**config.mk**
```make
export PLATFORM = sky130hd
export DESIGN_NAME = pin_event_irq
export DESIGN_NICKNAME = d
export VERILOG_FILES = /design/src/rtl/pin_irq_pkg.sv /design/src/rtl/pin_sync.sv /design/src/rtl/irq_cfg_regs.sv /design/src/rtl/pin_event_cell.sv /design/src/rtl/pin_event_irq.sv
export SDC_FILE = /design/constraint.sdc
export NUM_CORES = 1
export LEC_CHECK = 0
export ABC_AREA = 1
export BUFFER_PORTS_ARGS = -buffer_cell sky130_fd_sc_hd__buf_2
export CAP_MARGIN = 20
export CELL_PAD_IN_SITES_DETAIL_PLACEMENT = 1
export CELL_PAD_IN_SITES_GLOBAL_PLACEMENT = 1
export CORE_ASPECT_RATIO = 0.7
export CORE_MARGIN = 2
export CORE_UTILIZATION = 44
export DETAILED_ROUTE_END_ITERATION = 7
export MAX_ROUTING_LAYER = met4
export PLACE_DENSITY = 0.82
export REMOVE_ABC_BUFFERS = 1
export SLEW_MARGIN = 5
export SYNTH_ARGS = -nofsm -noshare
export SYNTH_HDL_FRONTEND = slang
export SYNTH_HIERARCHICAL = 1
export SYNTH_SLANG_ARGS = --single-unit
```
**constraint.sdc**
```tcl
create_clock -name clk -period 2.02 [get_ports clk]
set_input_delay 0.303 -clock clk [delete_from_list [all_inputs] [get_ports clk]]
set_output_delay 0.303 -clock clk [all_outputs]
set_load 0.03 [all_outputs]
```
**src/rtl/pin_irq_pkg.sv**
```systemverilog
// Shared definitions for the pin event interrupt detector.
// Assumes a register bus with at most eight word addresses.
package pin_irq_pkg;
    localparam int REG_ADDR_W = 3;

    typedef enum logic [REG_ADDR_W-1:0] {
        RA_SENSE  = 3'd0,
        RA_BOTH   = 3'd1,
        RA_POL    = 3'd2,
        RA_MASK   = 3'd3,
        RA_CLEAR  = 3'd4,
        RA_RAW    = 3'd5,
        RA_MASKED = 3'd6
    } reg_addr_e;
endpackage

```
**src/rtl/pin_sync.sv**
```systemverilog
// Multi-stage synchronizer for a bus of independent asynchronous bits.
// Assumes each bit is unrelated to the others (no bus coherency is given).
module pin_sync #(
    parameter int WIDTH  = 8,
    parameter int STAGES = 2
) (
    input  logic             clk,
    input  logic             rst_n,
    input  logic [WIDTH-1:0] async_in,
    output logic [WIDTH-1:0] sync_out
);
    logic [WIDTH-1:0] chain [STAGES];

    // First stage samples the raw input.
    always_ff @(posedge clk) begin
        if (!rst_n) chain[0] <= '0;
        else        chain[0] <= async_in;
    end

    genvar s;
    generate
        for (s = 1; s < STAGES; s++) begin : g_stage
            // Each later stage re-samples the one before it.
            always_ff @(posedge clk) begin
                if (!rst_n) chain[s] <= '0;
                else        chain[s] <= chain[s-1];
            end
        end
    endgenerate

    assign sync_out = chain[STAGES-1];
endmodule

```
**src/rtl/irq_cfg_regs.sv**
```systemverilog
// Configuration register file with a write-1-to-clear pulse and a read mux.
// Assumes single-cycle writes; the clear word is not stored, only pulsed.
module irq_cfg_regs
    import pin_irq_pkg::*;
#(
    parameter int WIDTH = 8
) (
    input  logic                  clk,
    input  logic                  rst_n,
    input  logic                  we,
    input  logic [REG_ADDR_W-1:0] addr,
    input  logic [WIDTH-1:0]      wdata,
    input  logic [WIDTH-1:0]      raw_in,
    input  logic [WIDTH-1:0]      masked_in,
    output logic [WIDTH-1:0]      rdata,
    output logic [WIDTH-1:0]      sense,
    output logic [WIDTH-1:0]      both,
    output logic [WIDTH-1:0]      pol,
    output logic [WIDTH-1:0]      mask,
    output logic [WIDTH-1:0]      clr_pulse
);
    // Update the four configuration words on a matching write.
    always_ff @(posedge clk) begin
        if (!rst_n) begin
            sense <= '0;
            both  <= '0;
            pol   <= '0;
            mask  <= '0;
        end else if (we) begin
            case (addr)
                RA_SENSE: sense <= wdata;
                RA_BOTH:  both  <= wdata;
                RA_POL:   pol   <= wdata;
                RA_MASK:  mask  <= wdata;
                default:  ;
            endcase
        end
    end

    // Clear pulse is live only during the cycle of a clear-word write.
    always_comb begin
        clr_pulse = '0;
        if (we && addr == RA_CLEAR) clr_pulse = wdata;
    end

    // Combinational read selection.
    always_comb begin
        case (addr)
            RA_SENSE:  rdata = sense;
            RA_BOTH:   rdata = both;
            RA_POL:    rdata = pol;
            RA_MASK:   rdata = mask;
            RA_RAW:    rdata = raw_in;
            RA_MASKED: rdata = masked_in;
            default:   rdata = '0;
        endcase
    end
endmodule

```
**src/rtl/pin_event_cell.sv**
```systemverilog
// Per-pin event detector: level compare or latched edge detection.
// Assumes a synchronized input; edges are found against the prior sample.
module pin_event_cell (
    input  logic clk,
    input  logic rst_n,
    input  logic pin_sync,
    input  logic sense_lvl,
    input  logic both_edge,
    input  logic pol_hi,
    input  logic clr,
    output logic raw
);
    logic prev_q;
    logic edge_q;
    logic rise;
    logic fall;
    logic hit;

    // Keep the previous synchronized sample for edge comparison.
    always_ff @(posedge clk) begin
        if (!rst_n) prev_q <= 1'b0;
        else        prev_q <= pin_sync;
    end

    // Pick which transition counts as an event.
    always_comb begin
        rise = pin_sync & ~prev_q;
        fall = ~pin_sync & prev_q;
        if (both_edge) hit = rise | fall;
        else           hit = pol_hi ? rise : fall;
    end

    // Edge latch: a new event wins over a same-cycle clear.
    always_ff @(posedge clk) begin
        if (!rst_n)                edge_q <= 1'b0;
        else if (hit && !sense_lvl) edge_q <= 1'b1;
        else if (clr)              edge_q <= 1'b0;
    end

    // Level mode compares live; edge mode reports the latch.
    always_comb begin
        if (sense_lvl) raw = (pin_sync == pol_hi);
        else           raw = edge_q;
    end
endmodule

```
**src/rtl/pin_event_irq.sv**
```systemverilog
// Top level: synchronizer, config registers, per-pin detectors, interrupt.
// Assumes pins_in is held low during reset to avoid a spurious first edge.
module pin_event_irq
    import pin_irq_pkg::*;
#(
    parameter int NUM_PINS    = 8,
    parameter int SYNC_STAGES = 2
) (
    input  logic                  clk,
    input  logic                  rst_n,
    input  logic [NUM_PINS-1:0]   pins_in,
    input  logic                  reg_we,
    input  logic [REG_ADDR_W-1:0] reg_addr,
    input  logic [NUM_PINS-1:0]   reg_wdata,
    output logic [NUM_PINS-1:0]   reg_rdata,
    output logic [NUM_PINS-1:0]   raw_stat,
    output logic [NUM_PINS-1:0]   masked_stat,
    output logic                  irq_out
);
    logic [NUM_PINS-1:0] sync_pins;
    logic [NUM_PINS-1:0] cfg_sense;
    logic [NUM_PINS-1:0] cfg_both;
    logic [NUM_PINS-1:0] cfg_pol;
    logic [NUM_PINS-1:0] cfg_mask;
    logic [NUM_PINS-1:0] clr_pulse;

    pin_sync #(.WIDTH(NUM_PINS), .STAGES(SYNC_STAGES)) u_sync (
        .clk      (clk),
        .rst_n    (rst_n),
        .async_in (pins_in),
        .sync_out (sync_pins)
    );

    irq_cfg_regs #(.WIDTH(NUM_PINS)) u_regs (
        .clk       (clk),
        .rst_n     (rst_n),
        .we        (reg_we),
        .addr      (reg_addr),
        .wdata     (reg_wdata),
        .raw_in    (raw_stat),
        .masked_in (masked_stat),
        .rdata     (reg_rdata),
        .sense     (cfg_sense),
        .both      (cfg_both),
        .pol       (cfg_pol),
        .mask      (cfg_mask),
        .clr_pulse (clr_pulse)
    );

    genvar p;
    generate
        for (p = 0; p < NUM_PINS; p++) begin : g_pin
            pin_event_cell u_cell (
                .clk       (clk),
                .rst_n     (rst_n),
                .pin_sync  (sync_pins[p]),
                .sense_lvl (cfg_sense[p]),
                .both_edge (cfg_both[p]),
                .pol_hi    (cfg_pol[p]),
                .clr       (clr_pulse[p]),
                .raw       (raw_stat[p])
            );
        end
    endgenerate

    assign masked_stat = raw_stat & cfg_mask;

    // Register the combined request.
    always_ff @(posedge clk) begin
        if (!rst_n) irq_out <= 1'b0;
        else        irq_out <= |masked_stat;
    end
endmodule

```
==> metrics.csv <==
metric;value;unit
outcome;complete, no violations;
place_inst;721;
crit_start;u_regs/pol[7];
clk_latency;0.34;ns
crit_path_top_delay_cell;dfxtp_2;
routed_wl;12420;um
ys_async_sr_fraction;0;
gp_congestion;0.8421;
hpwlAfterDp;8312;um
cp-end-kind;output port;
worstPathCellList;inv_1, nand2_1, a31oi_4, nand2_2, inv_2, nand4_1, nand2_1, nor2_1, nand2_1, buf_6;
synth-seq-area-share;0.3481;
core_region_area;8338;um2
critPathLaunchType;flop;
fin_cells;746;
cts-root-buf;clkbuf_16;
fmax;504.5;MHz
cp_max_fo;5;
area_growth;27.34;%
drt_iter0_markers;236;
drc;0;
grt_pass1_wl;19400;um
die_h;81.12;um
hold_violations;0;
power_frac_comb;0.155;
internal_power;2.369;mW
synth_edf_count;0;
slew_violations;0;
synth_most_common_cell;nand2_1;
setup_tns;0;ns
power;3.293;mW
cp.required;1.72;ns
power_density;691.6;nW/um2
multiInputGateArea;2031;um2
netlist_instances;567;
yosysTopAreaCellShare;0.3481;
netSwitchingPower;0.9242;mW
cts-htree-levels;3;
skew;0.008793;ns
grt_antenna_before_repair;0;
grt_start_max_net_pins;66;
slew-limit-headroom;0.7020;
ys_warn_count;6;
grt_pass1_vias;3919;
clkSinkCount;65;
synth.area.top_cells;dfxtp_1 (35%), nand2_1 (15%), inv_1 (10%);
layout_setup_ws;0.03784;ns
synth_commonest_cells;nand2_1 (152), inv_1 (104), nor2_1 (74);
vias;3927;
first_pass_iters;4;
yosys_register_bits;65;
synth_area_per_cell;6.594;um2
ios;47;
synth_area;3739;um2
worst_pin_slew;0.4459;ns
hold_class;input pin to flop;
die_area;9262;um2
core.rowCount;28;
setup_viol;0;
antenna_left;0;
max-clock-path-buffers;2;
post-route-period-util;0.9813;
vdd_drop_max;0.6340;mV
tritoncts;built;
synth_largest_area_cell;dfxtp_1;
cts_hold_buf;0;
clk_pin_slew;0.05;ns
grt_overflow;0;
num_antenna_cells;0;
worstReg2RegStart;u_regs/pol[7];
cp_common_cell;nand2_1;
numPortBuffers;46;
initial_core_util;0.4484;
path_delay_family;simple AND/OR/NAND/NOR gates;
drive_gt1_frac;0.2933;
crit_arrival;1.68;ns
synth.distinct_cells;25;
fin_nets;675;
cts_made_buffers;9;
critPathBufInv;3;
p_leak;2.447;nW
die_w;114.2;um
place_ws;0.1712;ns
slowest_delay;0.34;ns
seq_power_share;0.419;
post_drt_wl_per_cell;16.65;um
seqCellArea;1346;um2
switching_share;0.2807;
cap_violations;0;
yosys_most_used_dff;dfxtp_1;
p_clk_frac;0.426;
path_class;flop to output port;
fin_crit;1.982;ns
viasPerCell;5.264;
hp-start;pins_in[0];
n_fill_cell;1105;
grt_usage;0.2817;
## area by class of cell
cell class,instances,area share
Clock buffer,12,0.05177
Clock inverter,3,0.003679
Inverter,107,0.08436
Multi-Input combinational cell,370,0.4265
Sequential cell,65,0.2828
Tap cell,105,0.02760
Timing Repair Buffer,84,0.1233
## cells in the final DEF (no fill, tap or decap), drive strengths merged
cell type	n
clkinv	2
buf	84
a21boi	8
nand2	159
and2	2
clkinvlp	1
clkbuf	12
a31oi	8
ha	16
nand4	47
a21oi	18
dfxtp	65
nor2	80
nand3	31
inv	107
nor3	1
## worst min-delay path, stage by stage
cell and delay, ns:
buf_2 0.07, nand2_1 0.04, inv_1 0.04
## registers in the layout, indices dropped and copies added, names as in the netlist
name                 cells
u_regs/mask              8
u_regs/pol               8
u_sync/chain            16
irq_out                  1
u_regs/both              8
u_regs/sense             8
g_pin.u_cell/edge_q      8
g_pin.u_cell/prev_q      8
## final timing paths
| path | to | slack (ns) | depth (start not counted) |
|---|---|---|---|
| max | reg_rdata[7] | 0.04 | 10 |
| min | u_sync/chain[0][0] | 0.15 | 3 |
| max reg2reg | irq_out | 0.66 | 8 |
| min reg2reg | u_sync/chain[1][7] | 0.41 | 2 |
## power by group through the flow
| stage | Clock (mW) | Sequential [mW] | Combinational, mW |
|---|---|---|---|
| after floorplan | 0 | 1.39 | 0.235 |
| after global placement | 0 | 1.40 | 0.433 |
| after detailed placement | 0 | 1.40 | 0.450 |
| after CTS | 1.43 | 1.38 | 0.465 |
| after global routing | 1.49 | 1.39 | 0.554 |
| final | 1.40 | 1.38 | 0.510 |
## what timing repair did
action / CTS / global route
setup endpoints to repair: 7 / 8
setup buffers: 0 / 10
gates resized for setup: 15 / 85
pin swaps: 0 / 17
gates cloned: 0 / 0
## per-stage QoR
| step | hold slack [ns] | instance area (um2) | util |
|---|---|---|---|
| 5_1_grt | 0.1575 | 4761 | 0.5710 |
| 3_5_place_dp | 0.4013 | 4172 | 0.5003 |
| 6_report | 0.1509 | 4761 | 0.5710 |
| 2_1_floorplan | 0.3856 | 3575 | - |
| 3_3_place_gp | 0.3918 | 4172 | 0.5003 |
| 4_1_cts | 0.1485 | 4498 | 0.5395 |
## cell families (layout without fill, tap and decap cells)
family	after synthesis	in the layout	share of synthesized area
DFF	65	65	0.3481
AOI/OAI and AO/OA	34	34	0.06158
and+or+nand+nor	320	320	0.3855
adders and majority gates	16	16	0.05355
buffers and inverters	132	206	0.1513
## metal layers
layer	global-route usage	part of all wire	up-vias	wire, um
li1	-	-	1911	-
met1	0.3409	0.44	1887	5490
met2	0.4839	0.49	111	6144
met3	0.05522	0.049	18	608
met4	0.07927	0.014	0	180
met5	-	0	-	0
Power figures use the tool's default switching activity.
